===== src/rtl/cyc_pkg.sv =====
package cyc_pkg;

    typedef enum logic [1:0] {
        PH_FETCH = 2'b00,
        PH_INDIR = 2'b01,
        PH_EXEC  = 2'b10,
        PH_INTR  = 2'b11
    } phase_e;

    typedef enum logic [2:0] {
        OP_ADD = 3'b000,
        OP_LDA = 3'b001,
        OP_STA = 3'b010,
        OP_JMP = 3'b011,
        OP_BSA = 3'b100
    } op_e;

    localparam int STEP_W = 3;

endpackage


===== src/rtl/cyc_seq.sv =====
module cyc_seq
    import cyc_pkg::*;
(
    input  logic              clk,
    input  logic              rst,
    input  logic              fetch_ind,
    input  op_e               op,
    input  logic              irq,
    input  logic              ie_set,
    output phase_e            phase,
    output logic [STEP_W-1:0] step,
    output logic              ie
);

    phase_e            phase_nx;
    logic [STEP_W-1:0] step_nx;
    logic [STEP_W-1:0] exec_len;

    always_comb begin
        case (op)
            OP_ADD:  exec_len = STEP_W'(5);
            OP_LDA:  exec_len = STEP_W'(3);
            OP_STA:  exec_len = STEP_W'(2);
            OP_BSA:  exec_len = STEP_W'(3);
            default: exec_len = STEP_W'(1);
        endcase
    end

    always_ff @(posedge clk) begin
        if (rst) begin
            phase <= PH_FETCH;
            step  <= STEP_W'(1);
        end else begin
            phase <= phase_nx;
            step  <= step_nx;
        end
    end

    always_comb begin
        phase_nx = phase;
        step_nx  = step + STEP_W'(1);
        unique case (phase)
            PH_FETCH: begin
                if (step == STEP_W'(3)) begin
                    phase_nx = fetch_ind ? PH_INDIR : PH_EXEC;
                    step_nx  = STEP_W'(1);
                end
            end
            PH_INDIR: begin
                if (step == STEP_W'(3)) begin
                    phase_nx = PH_EXEC;
                    step_nx  = STEP_W'(1);
                end
            end
            PH_EXEC: begin
                if (step == exec_len) begin
                    phase_nx = (irq && ie) ? PH_INTR : PH_FETCH;
                    step_nx  = STEP_W'(1);
                end
            end
            PH_INTR: begin
                if (step == STEP_W'(3)) begin
                    phase_nx = PH_FETCH;
                    step_nx  = STEP_W'(1);
                end
            end
        endcase
    end

    always_ff @(posedge clk) begin
        if (rst) begin
            ie <= 1'b0;
        end else if (phase == PH_INTR && step == STEP_W'(3)) begin
            ie <= 1'b0;
        end else if (ie_set) begin
            ie <= 1'b1;
        end
    end

endmodule


===== src/rtl/cyc_dp.sv =====
module cyc_dp
    import cyc_pkg::*;
#(
    parameter int WORD_W    = 16,
    parameter int ADDR_W    = 12,
    parameter int SAVE_ADDR = 0,
    parameter int VEC_ADDR  = 1
) (
    input  logic              clk,
    input  logic              rst,
    input  phase_e            phase,
    input  logic [STEP_W-1:0] step,
    input  logic [WORD_W-1:0] mem_rdata,
    output logic [ADDR_W-1:0] mem_addr,
    output logic [WORD_W-1:0] mem_wdata,
    output logic              mem_rd,
    output logic              mem_wr,
    output logic [ADDR_W-1:0] pc,
    output logic [WORD_W-1:0] ac,
    output op_e               op,
    output logic              fetch_ind
);

    localparam int IND_BIT = WORD_W - 1;
    localparam int OP_HI   = WORD_W - 2;
    localparam int PAD_W   = WORD_W - ADDR_W;

    logic [ADDR_W-1:0] mar;
    logic [WORD_W-1:0] mbr;
    logic [WORD_W-1:0] ir;
    logic [WORD_W-1:0] y_q;
    logic [WORD_W-1:0] z_q;
    logic [ADDR_W-1:0] ir_addr;

    assign ir_addr   = ir[ADDR_W-1:0];
    assign op        = op_e'(ir[OP_HI -: 3]);
    assign fetch_ind = mbr[IND_BIT];
    assign mem_addr  = mar;
    assign mem_wdata = mbr;

    always_comb begin
        mem_rd = 1'b0;
        mem_wr = 1'b0;
        if (step == STEP_W'(2)) begin
            unique case (phase)
                PH_FETCH: mem_rd = 1'b1;
                PH_INDIR: mem_rd = 1'b1;
                PH_EXEC: begin
                    mem_rd = (op == OP_ADD) || (op == OP_LDA);
                    mem_wr = (op == OP_STA) || (op == OP_BSA);
                end
                PH_INTR: mem_wr = 1'b0;
            endcase
        end else if (step == STEP_W'(3) && phase == PH_INTR) begin
            mem_wr = 1'b1;
        end
    end

    always_ff @(posedge clk) begin
        if (rst) begin
            pc  <= '0;
            ac  <= '0;
            mar <= '0;
            mbr <= '0;
            ir  <= '0;
            y_q <= '0;
            z_q <= '0;
        end else begin
            unique case (phase)
                PH_FETCH: begin
                    case (step)
                        STEP_W'(1): mar <= pc;
                        STEP_W'(2): begin
                            mbr <= mem_rdata;
                            pc  <= pc + ADDR_W'(1);
                        end
                        STEP_W'(3): ir <= mbr;
                        default: ;
                    endcase
                end
                PH_INDIR: begin
                    case (step)
                        STEP_W'(1): mar <= ir_addr;
                        STEP_W'(2): mbr <= mem_rdata;
                        STEP_W'(3): ir[ADDR_W-1:0] <= mbr[ADDR_W-1:0];
                        default: ;
                    endcase
                end
                PH_EXEC: begin
                    case (op)
                        OP_ADD: begin
                            case (step)
                                STEP_W'(1): mar <= ir_addr;
                                STEP_W'(2): mbr <= mem_rdata;
                                STEP_W'(3): y_q <= mbr;
                                STEP_W'(4): z_q <= ac + y_q;
                                STEP_W'(5): ac  <= z_q;
                                default: ;
                            endcase
                        end
                        OP_LDA: begin
                            case (step)
                                STEP_W'(1): mar <= ir_addr;
                                STEP_W'(2): mbr <= mem_rdata;
                                STEP_W'(3): ac  <= mbr;
                                default: ;
                            endcase
                        end
                        OP_STA: begin
                            if (step == STEP_W'(1)) begin
                                mar <= ir_addr;
                                mbr <= ac;
                            end
                        end
                        OP_JMP: pc <= ir_addr;
                        OP_BSA: begin
                            case (step)
                                STEP_W'(1): begin
                                    mar <= ir_addr;
                                    mbr <= {{PAD_W{1'b0}}, pc};
                                end
                                STEP_W'(2): pc <= ir_addr;
                                STEP_W'(3): pc <= pc + ADDR_W'(1);
                                default: ;
                            endcase
                        end
                        default: ;
                    endcase
                end
                PH_INTR: begin
                    case (step)
                        STEP_W'(1): mbr <= {{PAD_W{1'b0}}, pc};
                        STEP_W'(2): begin
                            mar <= ADDR_W'(SAVE_ADDR);
                            pc  <= ADDR_W'(VEC_ADDR);
                        end
                        default: ;
                    endcase
                end
            endcase
        end
    end

endmodule


===== src/rtl/cyc_ctrl.sv =====
module cyc_ctrl
    import cyc_pkg::*;
#(
    parameter int WORD_W    = 16,
    parameter int ADDR_W    = 12,
    parameter int SAVE_ADDR = 0,
    parameter int VEC_ADDR  = 1
) (
    input  logic              clk,
    input  logic              rst,
    output logic [ADDR_W-1:0] mem_addr,
    output logic [WORD_W-1:0] mem_wdata,
    input  logic [WORD_W-1:0] mem_rdata,
    output logic              mem_rd,
    output logic              mem_wr,
    input  logic              irq,
    input  logic              ie_set,
    output logic [1:0]        cyc_code,
    output logic [STEP_W-1:0] cyc_step,
    output logic [ADDR_W-1:0] pc_out,
    output logic [WORD_W-1:0] ac_out
);

    phase_e            phase;
    logic [STEP_W-1:0] step;
    op_e               op;
    logic              fetch_ind;
    logic              ie_q;

    cyc_seq u_seq (
        .clk       (clk),
        .rst       (rst),
        .fetch_ind (fetch_ind),
        .op        (op),
        .irq       (irq),
        .ie_set    (ie_set),
        .phase     (phase),
        .step      (step),
        .ie        (ie_q)
    );

    cyc_dp #(
        .WORD_W    (WORD_W),
        .ADDR_W    (ADDR_W),
        .SAVE_ADDR (SAVE_ADDR),
        .VEC_ADDR  (VEC_ADDR)
    ) u_dp (
        .clk       (clk),
        .rst       (rst),
        .phase     (phase),
        .step      (step),
        .mem_rdata (mem_rdata),
        .mem_addr  (mem_addr),
        .mem_wdata (mem_wdata),
        .mem_rd    (mem_rd),
        .mem_wr    (mem_wr),
        .pc        (pc_out),
        .ac        (ac_out),
        .op        (op),
        .fetch_ind (fetch_ind)
    );

    assign cyc_code = phase;
    assign cyc_step = step;

endmodule


===== config.mk =====
export PLATFORM = sky130hd
export DESIGN_NAME = cyc_ctrl
export DESIGN_NICKNAME = d
export VERILOG_FILES = /design/src/rtl/cyc_pkg.sv /design/src/rtl/cyc_seq.sv /design/src/rtl/cyc_dp.sv /design/src/rtl/cyc_ctrl.sv
export SDC_FILE = /design/constraint.sdc
export NUM_CORES = 1
export LEC_CHECK = 0
export CORE_MARGIN = 4
export CORE_UTILIZATION = 30
export DETAILED_ROUTE_END_ITERATION = 12
export DONT_BUFFER_PORTS = 1
export GPL_TIMING_DRIVEN = 0
export PLACE_DENSITY = 0.56
export SYNTH_ARGS = -nofsm -noshare
export SYNTH_HDL_FRONTEND = slang
export SYNTH_SLANG_ARGS = --single-unit
export TNS_END_PERCENT = 100

===== constraint.sdc =====
create_clock -name clk -period 2.12 [get_ports clk]
set_input_delay 0.424 -clock clk [delete_from_list [all_inputs] [get_ports clk]]
set_output_delay 0.424 -clock clk [all_outputs]
set_load 0.005 [all_outputs]

---- After elaboration in Yosys (flattened, before gate mapping) ----
Cells that the tools add are included.
W data, S select, Z words.
storage, ports and cells
  memory bits (writable) .................. 0
  memories kept ........................... 0
  latch bits .............................. 0
  register bits ........................... 109
  output and inout port bits .............. 63
  bits of input ports ..................... 20
  ROM bits ................................ 0
cells by class
  muxes and demuxes ....................... 37
  shifts and indexed selects .............. 0
  equal/unequal tests ..................... 27
  $add $sub $neg .......................... 3
  $mul .................................... 0
  bitwise logic cells ..................... 0
  order comparisons ....................... 0
  divide/modulo/power cells ............... 0
  reductions and logical operators ........ 24
operators with widths
  kind                     count
  $mux W12                 8
  $pmux W16 S3             2
  $mux W16                 5
  $pmux W12 S2             3
  $pmux W12 S4             1
  $pmux W12 S3             1
  $pmux W16 S2             1
  $add A16 B16 Y16         1
  $add A12 B1 Y12 const B  1
  $eq A3 B2 Y1 const B     4
  $mux W2                  6
  $ne A2 B1 Y1 const B     6
  $reduce_and A3 Y1        4
  $eq A3 B3 Y1 const B     3
  $pmux W3 S3              1
  $ne A2 B2 Y1 const B     4
  $pmux W2 S4              1
  $reduce_and A4 Y1        2
  $reduce_or A2 Y1         4
  $eq A3 B1 Y1 const B     2
  $mux W3                  2
  $pmux W3 S2              1
  $reduce_and A5 Y1        1
  $eq A2 B2 Y1 const B     2
  18 further kinds         25

---- Longest topological paths before layout ----
Gate-level depths: netlist of the first run.
  depth in word-level cells ............... 6
  gate-level depth with buffers ........... 10

---- Hierarchy ----
From an unflattened synthesis of the first run, not the netlist that was laid out.
unflattened totals
  cells, all modules ...................... 811
  area total of the unflattened synthesis .. 6602.6 um^2
modules (own cells, without submodules)
  module   cells each  instances  sequential area each (um^2)  area each (um^2)
  cyc_dp   767         1          2062.0                       6185.9
  cyc_seq  44          1          120.1                        416.6

---- Least setup slack after synthesis of the first run ----
OpenSTA, ideal clock, no wires.
  kind .................................... reg2reg
  start point ............................. reg u_seq.phase[0]
  end point ............................... reg u_dp.mar[10], in the netlist u_dp.mem_addr[10]
  cell stages (with the launch flop) ...... 7
  data arrival time ....................... 2.038 ns
  library setup time ...................... 0.143 ns
  path slack .............................. -0.061 ns
  path through ............................ dfxtp_1 inv_1 ha_1 or2_2 a222oi_1 buf_2 a211oi_2
on the way
  longest elaborated chain between the ends .. 3
  elaborated cells between the ends (all ways) .. 9
  those cells by class .................... eq/ne (6); mux (1); reduce/logical (2)
RTL lines
  item                                                           RTL line       text
  start: declaration                                             cyc_seq.sv:10  output phase_e phase,
  start signal: assignment                                       cyc_seq.sv:34  phase <= phase_nx;
  $eq A2 B2 Y1 or $logic_not A2 Y1 (tied branches)               cyc_dp.sv:69   unique case (phase)
  $ne A2 B1 Y1 (no source line) or $ne A2 B2 Y1 (tied branches)  -
  $reduce_and A3 Y1 (no source line)                             -
  end signal: assignment                                         cyc_dp.sv:72   STEP_W'(1): mar <= pc;
  end signal: assignment                                         cyc_dp.sv:83   STEP_W'(1): mar <= ir_addr;
  end signal: assignment                                         cyc_dp.sv:93   STEP_W'(1): mar <= ir_addr;
  end: declaration                                               cyc_dp.sv:28   logic [ADDR_W-1:0] mar;
Parallel ways exist; a longest one is shown, timed or not.
A chain may end at the register's enable or synchronous reset.

---- Worst setup path after layout of the first run ----
  start point ............................. reg u_dp.ac[0]
  end point ............................... reg u_dp.z_q[14]
on the way
  longest elaborated chain between the ends .. 1
RTL lines
  item                      RTL line       text
  start: declaration        cyc_dp.sv:19   output logic [WORD_W-1:0] ac,
  start signal: assignment  cyc_dp.sv:97   STEP_W'(5): ac <= z_q;
  start signal: assignment  cyc_dp.sv:105  STEP_W'(3): ac <= mbr;
  $add A16 B16 Y16          cyc_dp.sv:96   STEP_W'(4): z_q <= ac + y_q;
  end signal: assignment    cyc_dp.sv:96
  end: declaration          cyc_dp.sv:32   logic [WORD_W-1:0] z_q;
No other way between the ends.

==> reports/qor.txt, run 1 <==
Clock Tree Buf Depth: 2
worst-margin pin slew: 0.837 ns
Mean Syn Cell Area: 7.75 um2
CP delay by family, top: compound AO/OA/AOI/OAI gates
Num CTS Buffers: 9
layout cells sized above 1: 19.0%
area grow syn2layout: 20.7%
PwrDens: 1000 nW/um2
slowest CP cell: dfxtp_4
Vias: 6060
most common cell after layout, fill and taps aside: nand2_1
register area share after synthesis: 35.3%
final net count: 872
Critical Path RT: 2.37 ns
Final Cell Area: 7450 um2
pre-CTS setup slack: -0.532 ns
synthesized flop and latch total: 109
TritonCTS clock tree: done
vias in the first global route: 5708
Critical Path, Cell by Cell: ha_4 -> inv_2 -> fa_2 -> nor2b_2 -> o31a_1 -> nor3_2 -> o221ai_2 -> a221oi_2 -> nor4_1 -> nand3b_1
drt wl/cell: 19.4 um
Final Cycle Share: 103%
hold_buf cts: 0
I/O Pins: 83
Area after DPL: 6530 um2
vias per std cell: 5.50
antenna viol nets, final: 0
# H-tree levels: 3
Netlist cell types: 60
# rows: 52
RSZ-0062 raised after global routing: true
failing checks: setup timing
die area: 22900 um2
Max VDD drop: 0.000438 V
Final Setup Violations: 4
number of max-cap violations: 0
1st-iter DRT viols: 470
Die X: 151 um
Die Height: 151 um
R2R depth: 10
first-pass GRT wire length: 32800 um
Worst Min Path Start: mem_rdata[14]
Root Buffer: clkbuf_16
Setup Crit Path Kind: reg -> reg
clock skew: 0.0126 ns
WP buf/inv: 1
Port Buffer Count: 0
core area: 20200 um2
gpl congestion: 0.846
1st-pass router iterations: 5
fraction of registers with async set/reset: 0%
Tmin final: 2.17 ns
Worst-Skew Late Latency: 0.37 ns
clk slew on worst S/H paths: 0.08 ns
Worst slew margin: 44.2%
Total GRT Usage: 18.5%
reg2reg setup slack: -0.05 ns
Data arrival, critical path: 2.42 ns
crit path launch type: flip-flop
Final Max Slew Viols: 0
Synth Cell Area: 6170 um2
dpl hpwl: 15500 um
RR Endpoint: u_dp.z_q[14]$_SDFFE_PP0P_
Max Freq: 460 MHz
total grt overflow: 0
initial antenna violation count: 2
commonest non-fill, non-tap cells in the layout: nand2_1, a21oi_1, dfxtp_1
Mapped Cells: 797
count of clock tree sinks: 109
Leak Pwr: 0.00251 uW
layout filler cell count: 2107
Hold Crit Class: in -> reg
worst hold endpoint: u_dp.mem_wdata[14]$_SDFFE_PP0P_
WL final: 21400 um
CP peak stage delay: 0.38 ns
largest net degree at the start of global routing: 19
Most used DFF post-synth: dfxtp_1
R2R Path Start: u_dp.ac[0]$_SDFFE_PP0P_
DRC viols: 0
status: finished, violations left
crit path capture type: flip-flop
Post-Syn Nets: 844
EDFF count, synth: 0
Fin. Hold Viols: 0
Starting Density: 30.5%
worst-path fanout max: 4
hold path cells: 2
synthesis warning total: 0
worst setup margin: -0.0532 ns
==> area by class of cell <==
| cell class | instances | area [um2] | share of cell area, % |
|---|---|---|---|
| multi-input combinational | 610 | 4020 | 54.0 |
| inverter | 18 | 70.1 | 0.940 |
| clock buffer | 10 | 239 | 3.21 |
| clock inverter | 6 | 46.3 | 0.621 |
| buffer | 54 | 329 | 4.41 |
| timing repair buffer | 23 | 181 | 2.43 |
| sequential | 109 | 2220 | 29.8 |
| antenna | 1 | 2.50 | 0.0336 |
| tap | 270 | 338 | 4.53 |
==> registers in the layout (all words and copies together), names as in the netlist <==
register	cells
u_dp.ir	15
u_dp.ac	16
u_seq.ie	1
u_dp.z_q	16
u_dp.mem_addr	12
u_seq.step	3
u_dp.pc	12
u_dp.mem_wdata	16
u_dp.y_q	16
u_seq.phase	2
==> worst max-delay path by stage <==
| stage | startpoint | cells past startpoint | slack [ns] | end |
|---|---|---|---|---|
| 3_3_place_gp | u_seq.step[0]$_SDFF_PP1_ | 10 | -0.56 | u_dp.pc[4]$_SDFFE_PP0P_ |
| 3_5_place_dp | u_seq.step[0]$_SDFF_PP1_ | 10 | -0.53 | u_dp.pc[5]$_SDFFE_PP0P_ |
| 2_1_floorplan | u_seq.phase[0]$_SDFFE_PP0P_ | 7 | 0.02 | u_dp.mem_addr[10]$_SDFFE_PP0P_ |
| 5_1_grt | u_dp.ac[0]$_SDFFE_PP0P_ | 10 | -0.16 | u_dp.z_q[14]$_SDFFE_PP0P_ |
| 6_report | u_dp.ac[0]$_SDFFE_PP0P_ | 10 | -0.05 | u_dp.z_q[14]$_SDFFE_PP0P_ |
| 4_1_cts | u_dp.ir[13]$_SDFFE_PP0P_ | 6 | -0.14 | mem_wr |
==> stage by stage <==
stage	hold WS [ns]	TNS [ns]	utilization (%)	power [uW]	std cells
floorplan	0.431	0	-	4490	797
global placement	0.440	-28.14	32.2	5250	1067
detailed placement	0.446	-28.35	32.2	5260	1067
CTS	0.222	-0.417	35.4	7200	1093
global route	0.230	-0.951	36.8	7910	1101
finish	0.219	-0.120	36.8	7460	1101
==> cell families (layout without fill, tap and decap cells) <==
group | count (synthesis) | after routing | share of synthesized area (%)
DFF | 109 | 109 | 35.3
AOI/OAI and AO/OA | 256 | 256 | 26.2
adders and majority gates | 28 | 28 | 5.78
xor gates and xnor gates | 10 | 10 | 1.42
other | 0 | 1 | 0
buffers and inverters | 78 | 111 | 5.07
and+or+nand+nor | 276 | 276 | 19.7
muxes | 40 | 40 | 6.48
==> where the power goes <==
group	internal [uW]	total (uW)	switching, uW
clock	840	1690	852
combinational	1210	3100	1890
sequential	2300	2670	373
==> cell usage after synthesis (5+ instances only) <==
cell / n / area [um2]
a211oi_1: 25 / 188
a211oi_2: 9 / 113
a21o_1: 8 / 60.1
a21oi_1: 99 / 495
a222oi_1: 9 / 90.1
a22oi_1: 10 / 75.1
and3_1: 10 / 62.6
buf_2: 7 / 35.0
clkbuf_1: 46 / 173
dfxtp_1: 109 / 2180
ha_1: 26 / 325
inv_1: 17 / 63.8
mux2i_1: 40 / 400
nand2_1: 125 / 469
nand3_1: 13 / 65.1
nand4_1: 7 / 43.8
nor2_1: 83 / 312
nor2b_1: 9 / 56.3
nor3_1: 8 / 40.0
o21ai_0: 51 / 255
o22ai_1: 12 / 75.1
o31ai_1: 5 / 37.5
xnor2_1: 7 / 61.3
==> repair_timing <==
action                                  CTS  global route
cloned                                    1             0
endpoints found under the setup margin   96            89
setup buffers                            14             8
pin swaps                                20            23
resized for setup                        79            82
==> worst reg2reg max path, delay by kind of cell (launching register included) <==
| kind | cells | cell delay (ns) |
|---|---|---|
| buffers and inverters | 1 | 0.05 |
| AO/OA/AOI/OAI | 3 | 0.77 |
| AND/OR/NAND/NOR | 4 | 0.48 |
| flip-flops | 1 | 0.38 |
| adder cells (fa/ha/maj) | 2 | 0.38 |
==> routing by layer <==
metal	share of wire, %	routed length, um	track usage [%]
met5	0.047	10	0
met4	1.5	312	5.76
met3	9.2	1960	5.89
met2	45	9710	29.1
met1	44	9370	24.1
(Power assumes the default switching activity.)
==> inputs of run 2 (changes only) <==
ABC_AREA = 1   (was default)
CTS_BUF_LIST = sky130_fd_sc_hd__clkbuf_4   (was default)
==> run 2 against run 1 <==
Effect of this change:
- the run now ends clean
- routed wire length up 16%
- combinational power up 67%
- sequential share of layout area down 1.7 points
- non-clock buffer count down 11
- critical path type is now reg -> out
==> reports/qor.txt, run 2 <==
commonest non-fill, non-tap cells in the layout: nand2_1, nor2_1, inv_1
clk slew on worst S/H paths: 0.16 ns (+0.08 ns)
Post-Syn Nets: 1184 (+40%)
Mapped Cells: 1137 (+43%)
worst-margin pin slew: 0.832 ns (-0.00533 ns)
Yosys top cell area share: 31.3% (-4.0 points)
Die X: 160 um (+5.9%)
Vias: 7109 (+17%)
largest net degree at the start of global routing: 18 (-1)
fraction of registers with async set/reset: 0% (unchanged)
CP peak stage delay: 0.42 ns (+0.04 ns)
synthesis warning total: 0 (unchanged)
hold slack final: 0.0710 ns (-0.148 ns)
Most used DFF post-synth: dfxtp_1
antenna viol nets, final: 0 (unchanged)
core area: 22800 um2 (+13%)
drt wl/cell: 16.7 um (-14%)
Tmin final: 2.07 ns (-0.105 ns)
Worst slew margin: 44.5% (+0.36 points)
Clock Tree Buf Depth: 2 (unchanged)
Synth Cell Area: 6970 um2 (+13%)
synth top area cells: dfxtp_1, nand2_1, nor2_1
DRC viols: 0 (unchanged)
initial antenna violation count: 1 (-1)
status: finished, final reports clean
EDFF count, synth: 0 (unchanged)
Critical Path RT: 1.70 ns (-0.67 ns)
vias per std cell: 4.80 (-13%)
most common cell after layout, fill and taps aside: nand2_1
Leak Pwr: 0.00348 uW (+39%)
WL final: 24800 um (+16%)
Final Non-Filler Cells: 1482 (+35%)
register area share after synthesis: 31.3% (-4.0 points)
1st-iter DRT viols: 592 (+26%)
Max Freq: 483 MHz (+5.1%)
final net count: 1209 (+39%)
Final Setup Violations: 0 (-4)
Worst-Skew Late Latency: 0.51 ns (+0.14 ns)
Mean Syn Cell Area: 6.13 um2 (-21%)
Setup Crit Path Kind: reg -> out
Fin. Hold Viols: 0 (unchanged)
most frequent cells after synthesis: nand2_1, nor2_1, inv_1
Area after DPL: 7360 um2 (+13%)
synthesized flop and latch total: 109 (unchanged)
first-pass GRT wire length: 38800 um (+18%)
dpl cells: 1450 (+36%)
Root Buffer: clkbuf_4
crit path capture type: output port
Hold Crit Class: in -> reg
slowest CP cell: dfxtp_4
RSZ-0062 raised after global routing: true
Total GRT Usage: 19.0% (+0.49 points)
TritonCTS clock tree: done
1st-pass router iterations: 5 (unchanged)
crit path launch type: flip-flop
total grt overflow: 0 (unchanged)
count of clock tree sinks: 109 (unchanged)
vias in the first global route: 6690 (+17%)
# rows: 55 (+5.8%)
Final Cycle Share: 97.6% (-4.9 points)
I/O Pins: 83 (unchanged)
worst-path fanout max: 10 (+6)
Die Height: 160 um (+5.9%)
PwrDens: 1230 nW/um2 (+23%)
area grow syn2layout: 12.6%
clock skew: 0.0211 ns (+0.00847 ns)
gpl congestion: 0.902 (+6.7%)
Synth area leader: dfxtp_1
Num CTS Buffers: 9 (unchanged)
number of max-cap violations: 0 (unchanged)
Netlist cell types: 39 (-35%)
Final Cell Area: 7850 um2 (+5.3%)
Port Buffer Count: 0 (unchanged)
Max VDD drop: 0.000516 V (+18%)
Starting Density: 30.6% (+0.080 points)
# H-tree levels: 3 (unchanged)
Final Max Slew Viols: 0 (unchanged)
die area: 25700 um2 (+12%)
dpl hpwl: 19400 um (+25%)
most frequent cell after synthesis: nand2_1
Critical Path, Cell by Cell: inv_4 -> ha_4 -> buf_6 -> buf_8 -> a21oi_4 -> nor3_4
layout cells sized above 1: 9.68% (-9.4 points)
Data arrival, critical path: 1.64 ns (-0.78 ns)
run 2: cell types whose count changed in the layout (fill, tap and decap cells not counted), sizes merged, moves of 9 or more:
cell and delta:
a211oi -34, a21oi -10, a222oi -9, a22oi -10, and3 -10, clkbuf -13, inv +118, mux2i -40
nand2 +215, nand3 +68, nor2 +57, nor2b -9, o21ai +70, o22ai -11
run 2: final cells by class:
type | instances | area (um2)
diodes | 2 | 5.00
plain buffers | 49 | 294
clock buffers | 9 | 67.6
clock inverters | 7 | 42.5
fillers | 2535 | 14900
inverters | 137 | 529
multi-input cells | 839 | 4180
flip-flops and latches | 109 | 2210
well taps | 313 | 392
repair buffers | 17 | 128
run 2: logic make-up after synthesis:
kind of cell / synth area share, %
AOI/OAI and AO/OA: 17.4
xor gates and xnor gates: 1.13
adders and majority gates: 4.96
buffers and inverters: 11.0
DFF: 31.3
and+or+nand+nor: 34.1
run 2: report_power, final:
part           switching [uW]  internal, uW  total [uW]
registers                 849          2610        3460
logic                    3400          1770        5170
clock network             764           234         998
total                    5020          4610        9630
run 2: worst paths after layout:
kind | from | end | slack (ns) | cells after the start
min reg2reg | u_dp.y_q[6]$_SDFFE_PP0P_ | u_dp.y_q[6]$_SDFFE_PP0P_ | 0.46 | 2
max | u_seq.phase[0]$_SDFFE_PP0P_ | mem_rd | 0.05 | 6
max reg2reg | u_seq.phase[0]$_SDFFE_PP0P_ | u_dp.z_q[7]$_SDFFE_PP0P_ | 0.06 | 11
min | rst | u_dp.z_q[3]$_SDFFE_PP0P_ | 0.07 | 3
run 2: what timing repair did:
action / CTS / global route
pin swaps: 3 / 7
hold buffers: 0 / 0
endpoints found under the setup margin: 74 / 18
setup buffers: 5 / 12
gates cloned: 0 / 0
resized for setup: 53 / 26
run 2: critical path: cells and delay by family (launching register included):
kind                     cells  cell delay (ns)
AO/OA/AOI/OAI                1             0.06
buffers and inverters        3             0.35
adder cells (fa/ha/maj)      1             0.13
AND/OR/NAND/NOR              1             0.18
flip-flops                   1             0.42
run 2: per-layer routing:
metal / vias to the layer above / part of all wire, % / GRT usage, % / wire [um]
met5: - / 0 / 0 / 0
li1: 3677 / - / - / -
met1: 3195 / 47 / 25.7 / 11600
met3: 32 / 6.5 / 5.00 / 1610
met2: 205 / 45 / 29.9 / 11200
met4: 0 / 1.8 / 4.93 / 457
run 2: metrics by stage:
step / setup WS, ns / TNS [ns] / total power, uW / util [%]
global placement: -0.628 / -23.08 / 8110 / 32.3
detailed placement: -0.612 / -23.99 / 8140 / 32.3
floorplan: 0.154 / 0 / 6650 / -
finish: 0.0514 / 0 / 9630 / 34.5
CTS: -0.00672 / -0.00672 / 9420 / 33.7
global route: -0.0193 / -0.0341 / 10500 / 34.5
